**src/rtl/irq_fanout_pkg.sv**
```systemverilog
// Package: shared constants and types for the interrupt fan-out multiplexer.
// Assumes the channel stride is a power of two, so the in-window offset is a
// plain bit slice of the byte address.
package irq_fanout_pkg;

    // Byte distance between two channel register windows.
    localparam int unsigned CHAN_STRIDE = 32'h40;
    // Offset of the enable mask inside a channel window.
    localparam int unsigned MASK_OFS    = 32'h10;
    // Offset of the pending word inside a channel window.
    localparam int unsigned PEND_OFS    = 32'h20;

    // What a decoded register access targets.
    typedef enum logic [1:0] {
        SEL_NONE = 2'd0,
        SEL_MASK = 2'd1,
        SEL_PEND = 2'd2
    } reg_sel_e;

endpackage

```
**src/rtl/irq_src_sync.sv**
```systemverilog
// Module: multi-stage synchronizer for asynchronous level inputs.
// Each bit goes through STAGES flops in series. Assumes the inputs are
// independent levels that need no cross-bit coherence, and that
// STAGES >= 2.
module irq_src_sync #(
    parameter int unsigned WIDTH  = 32,
    parameter int unsigned STAGES = 2
) (
    input  logic             clk,
    input  logic             rst_n,
    input  logic [WIDTH-1:0] async_i,
    output logic [WIDTH-1:0] sync_o
);

    logic [WIDTH-1:0] stage_q [STAGES];

    // First stage: capture the asynchronous input.
    always_ff @(posedge clk) begin
        if (!rst_n) stage_q[0] <= '0;
        else        stage_q[0] <= async_i;
    end

    for (genvar s = 1; s < STAGES; s++) begin : g_stage
        // Later stages: shift toward the output.
        always_ff @(posedge clk) begin
            if (!rst_n) stage_q[s] <= '0;
            else        stage_q[s] <= stage_q[s-1];
        end
    end

    assign sync_o = stage_q[STAGES-1];

    // the synchronizer output is clear in the cycle after reset.
    p_sync_reset_r6: assert property (@(posedge clk) !rst_n |=> sync_o == '0)
        else $error("synchronizer not cleared by reset");

endmodule

```
**src/rtl/irq_reg_decode.sv**
```systemverilog
// Module: address decoder for the per-channel register windows.
// Splits the byte address into a channel index and an in-window offset.
// Produces one mask-write strobe per channel, plus a read selector and a
// channel index for the read mux. Assumes CHAN_STRIDE is a power of two.
// Every other address is unmapped.
module irq_reg_decode
    import irq_fanout_pkg::*;
#(
    parameter int unsigned NUM_CHAN = 8,
    parameter int unsigned ADDR_W   = 12,
    localparam int unsigned CH_W    = (NUM_CHAN > 1) ? $clog2(NUM_CHAN) : 1
) (
    input  logic              clk,
    input  logic              rst_n,
    input  logic              valid_i,
    input  logic              write_i,
    input  logic [ADDR_W-1:0] addr_i,
    output logic [NUM_CHAN-1:0] mask_wr_o,
    output reg_sel_e          rd_sel_o,
    output logic [CH_W-1:0]   rd_chan_o
);

    localparam int unsigned OFS_W = $clog2(CHAN_STRIDE);
    localparam int unsigned IDX_W = ADDR_W - OFS_W;
    localparam logic [IDX_W-1:0] CHAN_LIMIT = IDX_W'(NUM_CHAN);
    localparam logic [OFS_W-1:0] MASK_AT    = OFS_W'(MASK_OFS);
    localparam logic [OFS_W-1:0] PEND_AT    = OFS_W'(PEND_OFS);

    logic [IDX_W-1:0] chan_idx;
    logic [OFS_W-1:0] win_ofs;
    logic             chan_ok;
    reg_sel_e         sel;

    assign chan_idx = addr_i[ADDR_W-1:OFS_W];
    assign win_ofs  = addr_i[OFS_W-1:0];
    assign chan_ok  = (chan_idx < CHAN_LIMIT);

    // Classify the target register within an existing channel window.
    always_comb begin
        sel = SEL_NONE;
        if (chan_ok) begin
            if (win_ofs == MASK_AT)      sel = SEL_MASK;
            else if (win_ofs == PEND_AT) sel = SEL_PEND;
        end
    end

    for (genvar c = 0; c < NUM_CHAN; c++) begin : g_strobe
        assign mask_wr_o[c] = valid_i && write_i && (sel == SEL_MASK) &&
                              (chan_idx == IDX_W'(c));
    end

    assign rd_sel_o  = sel;
    assign rd_chan_o = chan_idx[CH_W-1:0];

    // at most one channel's mask is written per access.
    p_one_target_r7: assert property (@(posedge clk) disable iff (!rst_n)
        $onehot0(mask_wr_o))
        else $error("more than one mask strobe");

    // a write to a pending address never strobes a mask.
    p_pend_no_strobe_r3: assert property (@(posedge clk) disable iff (!rst_n)
        (valid_i && write_i && win_ofs == PEND_AT) |-> (mask_wr_o == '0))
        else $error("pending-word write reached a mask");

endmodule

```
**src/rtl/irq_chan_slice.sv**
```systemverilog
// Module: one output channel.
// Holds the channel's enable mask, forms the masked pending word from the
// synchronized requests, and registers the OR of that word as the channel's
// interrupt output. Assumes the request vector is already synchronous to clk.
module irq_chan_slice #(
    parameter int unsigned NUM_SRC = 32
) (
    input  logic               clk,
    input  logic               rst_n,
    input  logic               mask_wr_i,
    input  logic [NUM_SRC-1:0] wdata_i,
    input  logic [NUM_SRC-1:0] src_sync_i,
    output logic [NUM_SRC-1:0] mask_o,
    output logic [NUM_SRC-1:0] pend_o,
    output logic               irq_o
);

    logic [NUM_SRC-1:0] mask_q;
    logic               irq_q;

    // Enable mask: loaded by its strobe, cleared by reset.
    always_ff @(posedge clk) begin
        if (!rst_n)         mask_q <= '0;
        else if (mask_wr_i) mask_q <= wdata_i;
    end

    assign pend_o = src_sync_i & mask_q;

    // Output register: OR of the masked pending bits.
    always_ff @(posedge clk) begin
        if (!rst_n) irq_q <= 1'b0;
        else        irq_q <= |pend_o;
    end

    assign mask_o = mask_q;
    assign irq_o  = irq_q;

    // mask and output are clear in the cycle after reset.
    p_mask_reset_r6: assert property (@(posedge clk) !rst_n |=> (mask_q == '0 && !irq_q))
        else $error("channel not cleared by reset");

    // without this channel's strobe, the mask keeps its value.
    p_mask_hold_r7: assert property (@(posedge clk) disable iff (!rst_n)
        !mask_wr_i |=> $stable(mask_q))
        else $error("mask changed without a strobe");

    // the output follows the previous cycle's pending word.
    p_irq_tracks_r4: assert property (@(posedge clk) disable iff (!rst_n)
        irq_q == (|$past(pend_o)))
        else $error("irq does not follow pending word");

endmodule

```
**src/rtl/irq_fanout_mux.sv**
```systemverilog
// Module: top level of the interrupt fan-out multiplexer.
// Synchronizes the shared request lines, presents them to every channel
// slice, decodes register accesses and returns registered read data.
// Assumes one access per cycle and a register width equal to the number
// of request lines.
module irq_fanout_mux
    import irq_fanout_pkg::*;
#(
    parameter int unsigned NUM_CHAN = 8,
    parameter int unsigned NUM_SRC  = 32,
    parameter int unsigned ADDR_W   = 12,
    parameter int unsigned SYNC_STG = 2
) (
    input  logic                clk,
    input  logic                rst_n,
    input  logic [NUM_SRC-1:0]  src_i,
    input  logic                reg_valid_i,
    input  logic                reg_write_i,
    input  logic [ADDR_W-1:0]   reg_addr_i,
    input  logic [NUM_SRC-1:0]  reg_wdata_i,
    output logic [NUM_SRC-1:0]  reg_rdata_o,
    output logic [NUM_CHAN-1:0] irq_o
);

    localparam int unsigned CH_W = (NUM_CHAN > 1) ? $clog2(NUM_CHAN) : 1;

    logic [NUM_SRC-1:0]  src_sync;
    logic [NUM_CHAN-1:0] mask_wr;
    reg_sel_e            rd_sel;
    logic [CH_W-1:0]     rd_chan;
    logic [NUM_SRC-1:0]  mask_all [NUM_CHAN];
    logic [NUM_SRC-1:0]  pend_all [NUM_CHAN];
    logic [NUM_SRC-1:0]  rd_val;
    logic [NUM_SRC-1:0]  rdata_q;
    logic                rd_req;

    irq_src_sync #(
        .WIDTH  (NUM_SRC),
        .STAGES (SYNC_STG)
    ) sync_i (
        .clk     (clk),
        .rst_n   (rst_n),
        .async_i (src_i),
        .sync_o  (src_sync)
    );

    irq_reg_decode #(
        .NUM_CHAN (NUM_CHAN),
        .ADDR_W   (ADDR_W)
    ) dec_i (
        .clk       (clk),
        .rst_n     (rst_n),
        .valid_i   (reg_valid_i),
        .write_i   (reg_write_i),
        .addr_i    (reg_addr_i),
        .mask_wr_o (mask_wr),
        .rd_sel_o  (rd_sel),
        .rd_chan_o (rd_chan)
    );

    for (genvar c = 0; c < NUM_CHAN; c++) begin : g_chan
        irq_chan_slice #(
            .NUM_SRC (NUM_SRC)
        ) slice_i (
            .clk        (clk),
            .rst_n      (rst_n),
            .mask_wr_i  (mask_wr[c]),
            .wdata_i    (reg_wdata_i),
            .src_sync_i (src_sync),
            .mask_o     (mask_all[c]),
            .pend_o     (pend_all[c]),
            .irq_o      (irq_o[c])
        );
    end

    // Read mux: pick the addressed channel's mask or pending word.
    always_comb begin
        unique case (rd_sel)
            SEL_MASK: rd_val = mask_all[rd_chan];
            SEL_PEND: rd_val = pend_all[rd_chan];
            default:  rd_val = '0;
        endcase
    end

    assign rd_req = reg_valid_i && !reg_write_i;

    // Read data register: loaded only when a read completes.
    always_ff @(posedge clk) begin
        if (!rst_n)      rdata_q <= '0;
        else if (rd_req) rdata_q <= rd_val;
    end

    assign reg_rdata_o = rdata_q;

    // read data holds when no read is requested.
    p_rdata_hold_r8: assert property (@(posedge clk) disable iff (!rst_n)
        !rd_req |=> $stable(reg_rdata_o))
        else $error("read data moved without a read");

    // an unmapped read returns zero.
    p_unmapped_zero_r7: assert property (@(posedge clk) disable iff (!rst_n)
        (rd_req && rd_sel == SEL_NONE) |=> (reg_rdata_o == '0))
        else $error("unmapped read returned nonzero");

endmodule

```
**config.mk**
```make
export PLATFORM = sky130hd
export DESIGN_NAME = irq_fanout_mux
export DESIGN_NICKNAME = d
export VERILOG_FILES = /design/src/rtl/irq_fanout_pkg.sv /design/src/rtl/irq_src_sync.sv /design/src/rtl/irq_reg_decode.sv /design/src/rtl/irq_chan_slice.sv /design/src/rtl/irq_fanout_mux.sv
export SDC_FILE = /design/constraint.sdc
export NUM_CORES = 1
export LEC_CHECK = 0
export BUFFER_PORTS_ARGS = -buffer_cell sky130_fd_sc_hd__buf_2
export CORE_MARGIN = 4
export CORE_UTILIZATION = 35
export CTS_BUF_LIST = sky130_fd_sc_hd__clkbuf_8 sky130_fd_sc_hd__clkbuf_16
export DETAILED_ROUTE_END_ITERATION = 8
export PLACE_DENSITY_LB_ADDON = 0.12
export SETUP_SLACK_MARGIN = 0.4
export SYNTH_ARGS = -nofsm -noshare
export SYNTH_HDL_FRONTEND = slang
export SYNTH_SLANG_ARGS = --single-unit
export TNS_END_PERCENT = 20
```
**constraint.sdc**
```tcl
create_clock -name clk -period 3.45 [get_ports clk]
set_input_delay 0.69 -clock clk [delete_from_list [all_inputs] [get_ports clk]]
set_output_delay 0.69 -clock clk [all_outputs]
set_load 0.02 [all_outputs]
```
==> results_dict.tcl <==
set metrics [dict create \
    avgSynthCellArea_um2 8.89 \
    tns_ns 0 \
    leakage_nw 6.83 \
    timing.hold.ws_ns 0.330 \
    cap_violations 0 \
    io_pins 120 \
    grt_pass1_wl_um 95100 \
    end_kind "flip-flop" \
    yosys_warnings 0 \
    drt_iter0_markers 1681 \
    crit_family "simple AND/OR/NAND/NOR gates" \
    finalCritPeriodShare_pct 61.9 \
    antenna_left 0 \
    met2_usage_pct 39.0 \
    cts.path.max_buffers 3 \
    clkPwrFrac_pct 48.7 \
    post-place-cells 2404 \
    gp_congestion 0.915 \
    finalHoldViolations 0 \
    ir_drop_uv 398 \
    wl_per_cell_um 26.6 \
    status "finished clean" \
    grt_pass1_vias 13300 \
    cp_cell_sequence "buf_2 -> nor2b_2 -> nand3_1 -> or4_4 -> mux2i_1" \
    cts_tree "done" \
    wirelength_um 65900 \
    die_y_um 223 \
    grt_antenna_before_repair 4 \
    setup_viol 0 \
    placed_area_um2 17100 \
    p_comb_share_pct 5.1 \
    drcViolationCount 0 \
    syn_nets 1904 \
    yosysUniqueCellTypes 40 \
    fin_skew_ns 0.0232 \
    utilization_pct 40.6 \
    portBuffers 119 \
    grt_max_degree 154 \
    track_usage_pct 25.5 \
    die_x_um 223 \
    ctsHoldBuffers 0 \
    cp_slowest_cell "or4_4" \
    switchingPower_mw 2.22 \
    cts_setup_buffers 0 \
    total_power_mw 9.25 \
    gr-total-overflow 0 \
    cpPeakStageDelay_ns 0.75 \
    final_cell_area_um2 18500 \
    ys_seq_elements 360 \
    relSlewSlack_pct 34.4 \
    crit_buf_inv 1 \
    min_path_type "in -> reg" \
    use_met1_pct 37.0 \
    setup_slack_ns 1.31 \
    drive_above_1_share_pct 13.0 \
    met3_usage_pct 3.61 \
    p_sw_share_pct 24.0 \
    max_freq_mhz 468 \
    synth_top_area_share_pct 44.5 \
    post-place-ws_ns 0.792 \
    die_area_um2 49800 \
    post-dp-hpwl_um 45400 \
    synth_area_leaders "dfxtp_1 (44%), nand2_1 (11%), mux2i_1 (11%), a21boi_0 (8.4%), a22oi_1 (5.9%)" \
    fin_cells 2480 \
    busiest_layer "met2" \
    p_seq_share_pct 46.2 \
    synth_cells 1824 \
    drt-vias-per-instance 5.77 \
    clkSlewWorstSetupHoldPaths_ns 0.06 \
    powerDensity_nw_per_um2 499 \
    cts_sinks 360 \
    htreeDepth 2 \
    cts_buffers 41 \
    crit_type "in -> reg" \
    rsz0062_at_grt "no" \
    cp.arrival_ns 2.55 \
    vias 14300 \
    root_buffer "clkbuf_16" \
    r2r_slack_ns 1.42 \
    core_um2 45600 \
    cts_resized 0 \
    synth_area_um2 16200 \
    path_max_fanout 32 \
    start_util_pct 35.6 \
    p_int_mw 7.03 \
    cp_data_required_time_ns 3.86 \
    first_pass_iters 5 \
    synth_top_cell_by_area "dfxtp_1" \
    rows 78 \
    nNetsFinal 1927 \
    clk_latency_ns 0.57 \
    ys_seq_area_share_pct 44.5 \
    syn_to_final_growth_pct 14.3 \
    report.final.slew_viol_count 0 \
    worstSetupStartpointType "input port" \
    fin_crit_ns 2.14 \
    worstMarginPinSlew_ns 0.984 \
]
[cells in the mapped netlist, drive strengths merged]
| master | number |
|---|---|
| dfxtp | 360 |
| or4 | 2 |
| a211oi | 3 |
| nand4 | 39 |
| nand3 | 1 |
| and4 | 8 |
| nor2 | 9 |
| or4b | 1 |
| and2 | 66 |
| nor4b | 2 |
| nor2b | 4 |
| inv | 2 |
| buf | 48 |
| a22oi | 128 |
| nor4bb | 2 |
| a221oi | 38 |
| a2111oi | 2 |
| a32o | 12 |
| nand2b | 1 |
| mux2 | 8 |
| o211ai | 3 |
| a21oi | 50 |
| o41a | 8 |
| a21boi | 193 |
| a22o | 24 |
| clkbuf | 127 |
| nand2 | 489 |
| nor4 | 2 |
| mux4 | 1 |
| mux2i | 181 |
| a31oi | 8 |
| and4b | 2 |
[worst paths after layout]
kind,depth (start not counted),to,from
hold reg to reg,1,sync_i.stage_q[1][5],sync_i.stage_q[0][5]
setup / recovery,5,g_chan[5].slice_i.mask_o[11],reg_addr_i[8]
hold / removal,2,sync_i.stage_q[0][19],src_i[19]
setup reg to reg,4,g_chan[3].slice_i.irq_o,sync_i.stage_q[1][6]
[metal layers]
layer,up-vias,routed length [µm]
li1,6496,-
met1,6982,29600
met2,713,29100
met3,118,5010
met4,2,2210
met5,-,13
[layout by cell type, fill, tap and decap left out, types with 12 or more instances in the layout]
cell type  count
nand2_1      489
dfxtp_1      360
a21boi_0     182
mux2i_1      181
a22oi_1      128
buf_2        117
and2_1        65
a21oi_1       50
clkbuf_16     43
nand4_1       38
a221oi_1      38
buf_4         33
a22o_1        24
a32o_1        12
[power by group through the flow]
stage	sequential [mW]	clock [mW]	combinational, mW
floorplan	4.29	0	0.286
global placement	4.36	0	0.468
detailed placement	4.36	0	0.470
CTS	4.27	4.56	0.471
global route	4.27	4.75	0.500
finish	4.27	4.50	0.475
[cell type report]
type | instances | area [µm²]
clock inverter | 23 | 186
antenna | 1 | 2.50
sequential | 360 | 7210
fill | 4482 | 27100
tap | 600 | 751
clock buffer | 52 | 1200
inverter | 2 | 7.51
multi-input combinational | 1287 | 8250
timing repair buffer | 155 | 920
[flip-flops by register name (all words and copies together) (netlist names)]
signal,flops
g_chan.slice_i.mask_o,256
g_chan.slice_i.irq_o,8
sync_i.stage_q,64
reg_rdata_o,32
[kinds of logic after synthesis]
family	synth area share, %
AND/OR/NAND/NOR	17.1
AO/OA/AOI/OAI	21.8
flip-flops	44.5
multiplexers	11.9
buffers and inverters	4.84
(Power assumes the default switching activity.)
